`config.mk`:
```
export PLATFORM = sky130hd
export DESIGN_NAME = wrbuf_bypass
export DESIGN_NICKNAME = d
export VERILOG_FILES = /design/src/rtl/wrbuf_pkg.sv /design/src/rtl/wrbuf_store.sv /design/src/rtl/wrbuf_ctrl.sv /design/src/rtl/wrbuf_bypass.sv
export SDC_FILE = /design/constraint.sdc
export NUM_CORES = 1
export LEC_CHECK = 0
export BUFFER_PORTS_ARGS = -buffer_cell sky130_fd_sc_hd__buf_2
export CORE_MARGIN = 2
export CORE_UTILIZATION = 64
export CTS_CLUSTER_SIZE = 14
export DETAILED_ROUTE_END_ITERATION = 12
export HOLD_SLACK_MARGIN = 0.12
export MAX_ROUTING_LAYER = met4
export PLACE_DENSITY = 0.87
export RECOVER_POWER = 50
export SETUP_SLACK_MARGIN = 0.05
export SYNTH_ARGS = -nofsm -noshare
export SYNTH_HDL_FRONTEND = slang
export SYNTH_HIERARCHICAL = 1
export SYNTH_SLANG_ARGS = --single-unit
```
`constraint.sdc`:
```
create_clock -name clk -period 9.1 [get_ports clk]
set_clock_uncertainty 0.15 [all_clocks]
set_input_delay 0.91 -clock clk [delete_from_list [all_inputs] [get_ports clk]]
set_output_delay 0.91 -clock clk [all_outputs]
set_load 0.02 [all_outputs]
```
`src/rtl/wrbuf_pkg.sv`:
```
package wrbuf_pkg;

  typedef enum logic [2:0] {
    RS_IDLE,
    RS_CHECK,
    RS_DRAIN,
    RS_MEMRD,
    RS_MEMWAIT
  } rd_state_e;

  // slot index of the entry that is 'off' places younger than 'base'
  function automatic int ring_slot(input int base, input int off, input int depth);
    return (base + off) % depth;
  endfunction

endpackage

```
`src/rtl/wrbuf_store.sv`:
```
module wrbuf_store #(
  parameter int DEPTH = 4,
  parameter int AW    = 30,
  parameter int DW    = 32
) (
  input  logic          clk,
  input  logic          rst_n,
  input  logic          push,
  input  logic [AW-1:0] push_addr,
  input  logic [DW-1:0] push_data,
  input  logic          pop,
  input  logic [AW-1:0] look_addr,
  output logic          hit,
  output logic [DW-1:0] hit_data,
  output logic [AW-1:0] head_addr,
  output logic [DW-1:0] head_data,
  output logic          empty,
  output logic          full
);
  import wrbuf_pkg::*;

  localparam int PW = (DEPTH > 1) ? $clog2(DEPTH) : 1;
  localparam int CW = $clog2(DEPTH + 1);

  logic [AW-1:0] ent_addr [DEPTH];
  logic [DW-1:0] ent_data [DEPTH];
  logic [DEPTH-1:0] ent_vld;
  logic [DEPTH-1:0] match;
  logic [PW-1:0] head_q, tail_q;
  logic [CW-1:0] count_q;

  function automatic logic [PW-1:0] ptr_inc(input logic [PW-1:0] p);
    return (p == PW'(DEPTH - 1)) ? '0 : p + 1'b1;
  endfunction

  always_ff @(posedge clk) begin
    if (!rst_n) begin
      ent_vld <= '0;
      head_q  <= '0;
      tail_q  <= '0;
      count_q <= '0;
    end else begin
      if (push) begin
        ent_addr[tail_q] <= push_addr;
        ent_data[tail_q] <= push_data;
        ent_vld[tail_q]  <= 1'b1;
        tail_q           <= ptr_inc(tail_q);
      end
      if (pop) begin
        ent_vld[head_q] <= 1'b0;
        head_q          <= ptr_inc(head_q);
      end
      case ({push, pop})
        2'b10:   count_q <= count_q + CW'(1);
        2'b01:   count_q <= count_q - CW'(1);
        default: count_q <= count_q;
      endcase
    end
  end

  // per-entry address comparators
  for (genvar g = 0; g < DEPTH; g++) begin : g_cmp
    assign match[g] = ent_vld[g] && (ent_addr[g] == look_addr);
  end

  // walk from oldest to youngest; the last match wins
  always_comb begin
    logic [PW-1:0] sidx;
    hit      = 1'b0;
    hit_data = '0;
    for (int off = 0; off < DEPTH; off++) begin
      sidx = PW'(ring_slot(int'(head_q), off, DEPTH));
      if (match[sidx]) begin
        hit      = 1'b1;
        hit_data = ent_data[sidx];
      end
    end
  end

  assign head_addr = ent_addr[head_q];
  assign head_data = ent_data[head_q];
  assign empty     = (count_q == '0);
  assign full      = (count_q == CW'(DEPTH));

  AST_NO_OVERFLOW: assert property (@(posedge clk) disable iff (!rst_n)
    push |-> !full);
  AST_NO_UNDERFLOW: assert property (@(posedge clk) disable iff (!rst_n)
    pop |-> !empty);

endmodule

```
`src/rtl/wrbuf_ctrl.sv`:
```
module wrbuf_ctrl #(
  parameter int AW = 30,
  parameter int DW = 32
) (
  input  logic          clk,
  input  logic          rst_n,
  input  logic          cfg_read_first,
  input  logic          wr_valid,
  output logic          wr_ready,
  output logic          push,
  input  logic          rd_valid,
  output logic          rd_ready,
  input  logic [AW-1:0] rd_addr,
  output logic [AW-1:0] look_addr,
  input  logic          buf_empty,
  input  logic          buf_full,
  input  logic          buf_hit,
  input  logic [DW-1:0] buf_hit_data,
  input  logic [AW-1:0] head_addr,
  input  logic [DW-1:0] head_data,
  output logic          pop,
  output logic          mem_req_valid,
  input  logic          mem_req_ready,
  output logic          mem_req_we,
  output logic [AW-1:0] mem_req_addr,
  output logic [DW-1:0] mem_req_wdata,
  input  logic          mem_rsp_valid,
  input  logic [DW-1:0] mem_rsp_rdata,
  output logic          rd_resp_valid,
  output logic [DW-1:0] rd_resp_data
);
  import wrbuf_pkg::*;

  rd_state_e     state_q;
  logic [AW-1:0] rd_addr_q;
  logic          wpend_q;
  logic          resp_vld_q;
  logic [DW-1:0] resp_dat_q;

  // named events
  logic drain_ok, issue_rd, rd_fire, fwd_now, wr_stall;

  assign rd_ready  = (state_q == RS_IDLE);
  assign wr_ready  = (state_q == RS_IDLE) && !buf_full;
  assign push      = wr_valid && wr_ready;
  assign rd_fire   = rd_valid && rd_ready;
  assign look_addr = rd_addr_q;

  // a write left stalled on the port keeps its slot (handshake hold)
  assign drain_ok = (state_q == RS_IDLE) || (state_q == RS_DRAIN) || wpend_q;
  assign issue_rd = (state_q == RS_MEMRD) && !wpend_q;
  assign fwd_now  = (state_q == RS_CHECK) && cfg_read_first && buf_hit;

  assign mem_req_valid = issue_rd || (drain_ok && !buf_empty);
  assign mem_req_we    = !issue_rd;
  assign mem_req_addr  = issue_rd ? rd_addr_q : head_addr;
  assign mem_req_wdata = head_data;
  assign pop           = mem_req_valid && mem_req_we && mem_req_ready;
  assign wr_stall      = mem_req_valid && mem_req_we && !mem_req_ready;

  always_ff @(posedge clk) begin
    if (!rst_n) begin
      state_q    <= RS_IDLE;
      rd_addr_q  <= '0;
      wpend_q    <= 1'b0;
      resp_vld_q <= 1'b0;
      resp_dat_q <= '0;
    end else begin
      wpend_q    <= wr_stall;
      resp_vld_q <= 1'b0;
      case (state_q)
        RS_IDLE: if (rd_fire) begin
          rd_addr_q <= rd_addr;
          state_q   <= RS_CHECK;
        end
        RS_CHECK: begin
          if (fwd_now) begin
            resp_vld_q <= 1'b1;
            resp_dat_q <= buf_hit_data;
            state_q    <= RS_IDLE;
          end else if (cfg_read_first) begin
            state_q <= RS_MEMRD;
          end else begin
            state_q <= RS_DRAIN;
          end
        end
        RS_DRAIN: if (buf_empty) state_q <= RS_MEMRD;
        RS_MEMRD: if (issue_rd && mem_req_ready) state_q <= RS_MEMWAIT;
        RS_MEMWAIT: if (mem_rsp_valid) begin
          resp_vld_q <= 1'b1;
          resp_dat_q <= mem_rsp_rdata;
          state_q    <= RS_IDLE;
        end
        default: state_q <= RS_IDLE;
      endcase
    end
  end

  assign rd_resp_valid = resp_vld_q;
  assign rd_resp_data  = resp_dat_q;

  AST_ONE_OUTSTANDING: assert property (@(posedge clk) disable iff (!rst_n)
    (state_q == RS_MEMWAIT) |-> !mem_req_valid);
  AST_REQ_HOLD: assert property (@(posedge clk) disable iff (!rst_n)
    (mem_req_valid && !mem_req_ready) |=>
      (mem_req_valid && $stable(mem_req_addr) && $stable(mem_req_we)));
  AST_FWD_NO_MEM: assert property (@(posedge clk) disable iff (!rst_n)
    fwd_now |=> (state_q == RS_IDLE) && rd_resp_valid);

endmodule

```
`src/rtl/wrbuf_bypass.sv`:
```
module wrbuf_bypass #(
  parameter int DEPTH = 4,
  parameter int AW    = 30,
  parameter int DW    = 32
) (
  input  logic          clk,
  input  logic          rst_n,
  input  logic          cfg_read_first,
  input  logic          wr_valid,
  output logic          wr_ready,
  input  logic [AW-1:0] wr_addr,
  input  logic [DW-1:0] wr_data,
  input  logic          rd_valid,
  output logic          rd_ready,
  input  logic [AW-1:0] rd_addr,
  output logic          rd_resp_valid,
  output logic [DW-1:0] rd_resp_data,
  output logic          mem_req_valid,
  input  logic          mem_req_ready,
  output logic          mem_req_we,
  output logic [AW-1:0] mem_req_addr,
  output logic [DW-1:0] mem_req_wdata,
  input  logic          mem_rsp_valid,
  input  logic [DW-1:0] mem_rsp_rdata
);

  logic          push, pop, buf_empty, buf_full, buf_hit;
  logic [AW-1:0] look_addr, head_addr;
  logic [DW-1:0] buf_hit_data, head_data;

  wrbuf_store #(.DEPTH(DEPTH), .AW(AW), .DW(DW)) u_store (
    .clk(clk), .rst_n(rst_n),
    .push(push), .push_addr(wr_addr), .push_data(wr_data),
    .pop(pop), .look_addr(look_addr),
    .hit(buf_hit), .hit_data(buf_hit_data),
    .head_addr(head_addr), .head_data(head_data),
    .empty(buf_empty), .full(buf_full)
  );

  wrbuf_ctrl #(.AW(AW), .DW(DW)) u_ctrl (
    .clk(clk), .rst_n(rst_n), .cfg_read_first(cfg_read_first),
    .wr_valid(wr_valid), .wr_ready(wr_ready), .push(push),
    .rd_valid(rd_valid), .rd_ready(rd_ready), .rd_addr(rd_addr),
    .look_addr(look_addr),
    .buf_empty(buf_empty), .buf_full(buf_full),
    .buf_hit(buf_hit), .buf_hit_data(buf_hit_data),
    .head_addr(head_addr), .head_data(head_data), .pop(pop),
    .mem_req_valid(mem_req_valid), .mem_req_ready(mem_req_ready),
    .mem_req_we(mem_req_we), .mem_req_addr(mem_req_addr),
    .mem_req_wdata(mem_req_wdata),
    .mem_rsp_valid(mem_rsp_valid), .mem_rsp_rdata(mem_rsp_rdata),
    .rd_resp_valid(rd_resp_valid), .rd_resp_data(rd_resp_data)
  );

  AST_WPRIO_EMPTY: assert property (@(posedge clk) disable iff (!rst_n)
    (mem_req_valid && !mem_req_we && !cfg_read_first) |-> buf_empty);
  AST_FULL_STALL: assert property (@(posedge clk) disable iff (!rst_n)
    buf_full |-> !wr_ready);
  AST_READ_BLOCKS_WRITE: assert property (@(posedge clk) disable iff (!rst_n)
    !rd_ready |-> !wr_ready);

endmodule

```
==> metrics <==
biggest area contributors in the synthesized netlist edfxtp_1 40%, mux4_2 19%, dfxtp_1 8.6%, xnor2_1 5.7%, a221oi_2 2.4%; count of flip-flops with a built-in enable after synthesis 248; area overhead of the layout relative to synthesis 10.8%; I/O pin cnt 230; CTS tree yes; Peak VDD IR 0.000210 V; area of the die 30400 sq um; initial standard-cell utilization of the core 0.649; worst slew margin relative to its limit -0.101; number of hold-repair buffers added at the cts stage 0; Multi-input gate area 8540 sq um; nets@finish 1616; status complete, but fails checks; post-cts gate resize count 0; Max Buffers Root-to-Sink 3; # Max-Cap Violations 1; maximum number of pins on one net before global-route repair 72; Net Sw Frac 0.325; number of register bits inferred by synthesis 328; Site Rows 62; Max Clk Rate 193 MHz; total setup violations reported at the end of the flow 0; Starting DRT DRC Count 1679; source of the worst register-to-register timing path u_store/head_q[0]$_SDFFE_PN0P_; number of unique standard cell types used by synthesis 57; Clock H-tree levels 2; global-route wire length before repair 73600 um; Buffers on Ports 229; post-detailed-routing wire length 48200 um; critical path class flip-flop to flip-flop; worst slew pin tran 1650 ps; Die Span X 174 um; critical path startpoint u_store/head_q[0]$_SDFFE_PN0P_; via count of the first global-routing pass 12791; final count of hold timing violations 0; critical path peak fanout 71; combined flip-flop and latch cell area 9060 sq um; classification of the worst-slack hold path flip-flop to flip-flop; sequential-to-total area share from yosys stat 0.487; CTS Root Buffer Type clkbuf_16; number of detailed-route iterations in the first pass 6; worst hold path cell count 2; post-synthesis async set-or-reset flop share 0; number of clock buffers inserted by TritonCTS 36; cells along the critical path inv_1 -> ha_4 -> nand2_1 -> o2111ai_4 -> buf_4 -> or2_2 -> o311a_1 -> mux2i_1 -> a221oi_2; Synth top area share 0.401; total via count after detailed routing 12924; total global routing track utilization 0.326; warnings from Yosys 6; Cell Count Post-Placement 1821; mean instance size in the synthesized netlist 13.8 sq um; final worst path period need 5190 ps; initial antenna violation count 4; Total Negative Setup Slacks 0 ps; Core Region 28600 sq um; prevailing post-synth register cell edfxtp_1; biggest area consumer among synthesized cells edfxtp_1; violations in the final reports max-capacitance violations, max-slew violations; Pwr per Cell Area 233 nW/um^2; final slew viol count 31; startpoint of the lowest-slack hold path u_store/ent_vld[2]$_SDFF_PN0_; Via density 6.83; Worst Path Required 9390 ps; number of instances in the synthesized netlist 1350; height of the die 174 um; Slowest Stage Delay on Critical Path 1060 ps; proportion of power drawn by the clock network 0.297; Sink Count 328; hpwl dp 30600 um; Gate power share 0.302; remaining antenna violation count after routing 0; wire length per cell after detailed routing 25.5 um; Static Leakage 6.35 nW; fill cell instance count of the final layout 1797; CP max-delay cell ha_4; Synthesized Nets 1491; CP Data Arrival Time 5480 ps; startpoint kind of the worst setup timing path flip-flop; total DRC errors in the routed layout 0; latest clock arrival within the worst-skew pair 550 ps; endpoint type of the worst setup path flip-flop; clock-pin slew on the worst setup and hold paths 60 ps; synthesized cell area 18600 sq um; Post-CTS Repair Setup Buffers 0; share of cells above drive strength 1 0.300; share of power burned in registers 0.401; worst reg-to-reg path cell count 9; count of placed standard cells in the final layout, fillers left out 1891; ranking of synthesized cells by instance count 248 x edfxtp_1, 156 x mux4_2, 121 x xnor2_1, 111 x nand2_1, 80 x dfxtp_1; share of the cycle needed by the critical path after routing 0.570; Internal Dissipation 3.24 mW; most numerous cell in the Yosys netlist edfxtp_1; placer's final routability congestion estimate 0.902; RSZ-0062 raised after global routing no; P_sw 1.56 mW; grt ovf 0
[power by group through the flow]
stage	Sequential, mW	Clock, mW	Combinational [mW]
floorplan	1.83	0	1.25
global placement	1.93	0	1.41
detailed placement	1.95	0	1.44
CTS	1.92	1.44	1.45
global route	1.95	1.49	1.54
finish	1.92	1.42	1.45
[flip-flops by register name (all words and copies together), names as in the netlist, named ones only]
signal / count
u_store/ent_addr: 120
u_store/count_q: 3
u_ctrl/look_addr: 30
u_ctrl/rd_resp_data: 32
u_ctrl/wpend_q: 1
u_store/head_q: 2
u_ctrl/rd_resp_valid: 1
u_store/ent_vld: 4
u_store/ent_data: 128
u_store/tail_q: 2
u_ctrl/state_q: 3
[cell type report]
| cell class | count | share of cell area |
|---|---|---|
| Clock buffer | 47 | 0.0483 |
| Antenna cell | 4 | 0.000486 |
| Timing Repair Buffer | 247 | 0.0563 |
| Clock inverter | 19 | 0.00918 |
| Sequential cell | 328 | 0.440 |
| Inverter | 43 | 0.00784 |
| Multi-Input combinational cell | 819 | 0.415 |
| Tap cell | 384 | 0.0233 |
[cell usage in the layout, fill, tap and decap left out, types with 3 or more instances in the layout]
cell type	instances
mux2_2	30
nor3b_1	34
o21ai_0	6
edfxtp_1	248
clkbuf_8	3
a221oi_2	30
xnor2_1	121
dfxtp_1	76
and2_1	34
buf_2	134
nor3_1	3
and3_2	3
clkinv_1	3
nand4_1	31
o311a_1	32
a21oi_1	35
clkbuf_1	103
mux2i_1	39
mux4_2	156
clkbuf_16	37
or3_1	33
nand2_1	111
diode_2	4
ha_1	8
nor2_1	47
buf_4	17
nor4_4	4
nor2b_1	6
clkinv_2	9
nand3_1	17
nor4_2	4
inv_1	43
[kinds of logic (layout without fill, tap and decap cells)]
| logic type | after synthesis | count (layout) | share of synthesized area |
|---|---|---|---|
| multiplexers | 226 | 226 | 0.229 |
| XOR/XNOR | 122 | 122 | 0.0575 |
| AND/OR/NAND/NOR | 346 | 346 | 0.103 |
| AO/OA/AOI/OAI | 115 | 115 | 0.0589 |
| other | 0 | 4 | 0 |
| flip-flops | 328 | 328 | 0.487 |
| buffers and inverters | 203 | 356 | 0.0576 |
| adder cells (fa/ha/maj) | 10 | 10 | 0.00714 |
[critical path: cells and delay by family (launching register included)]
family | cells | cell delay (ps)
simple gates | 2 | 1150
flops | 1 | 890
compound gates | 3 | 870
fa+ha+maj | 1 | 1060
buf+inv | 2 | 850
mux | 1 | 90
[worst paths after layout]
check                                         end  slack, ps
max          u_ctrl/rd_resp_data[14]$_SDFFE_PN0P_       3910
min reg2reg         u_store/ent_vld[2]$_SDFF_PN0_        370
max reg2reg  u_ctrl/rd_resp_data[14]$_SDFFE_PN0P_       3910
min                 u_store/ent_vld[2]$_SDFF_PN0_        370
[metal layers]
metal | track usage | vias to the layer above | wire length, um
met1 | 0.420 | 6362 | 16800
met3 | 0.0545 | 167 | 5830
li1 | - | 5401 | -
met2 | 0.510 | 994 | 23400
met5 | - | - | 0
met4 | 0.153 | 0 | 2190
[stage by stage]
stage                     setup slack [ps]  power, mW  area [sq um]  hold slack (ps)   util
after floorplan                       5070       3.07         18600              293      -
after global placement                4140       3.34         19500              340  0.682
after detailed placement              3920       3.39         19500              350  0.682
after CTS                             3890       4.81         20700              360  0.723
after global routing                  3540       4.98         20600              403  0.719
final                                 3910       4.80         20600              365  0.719
No activity file was read; power rests on OpenSTA's default activity.
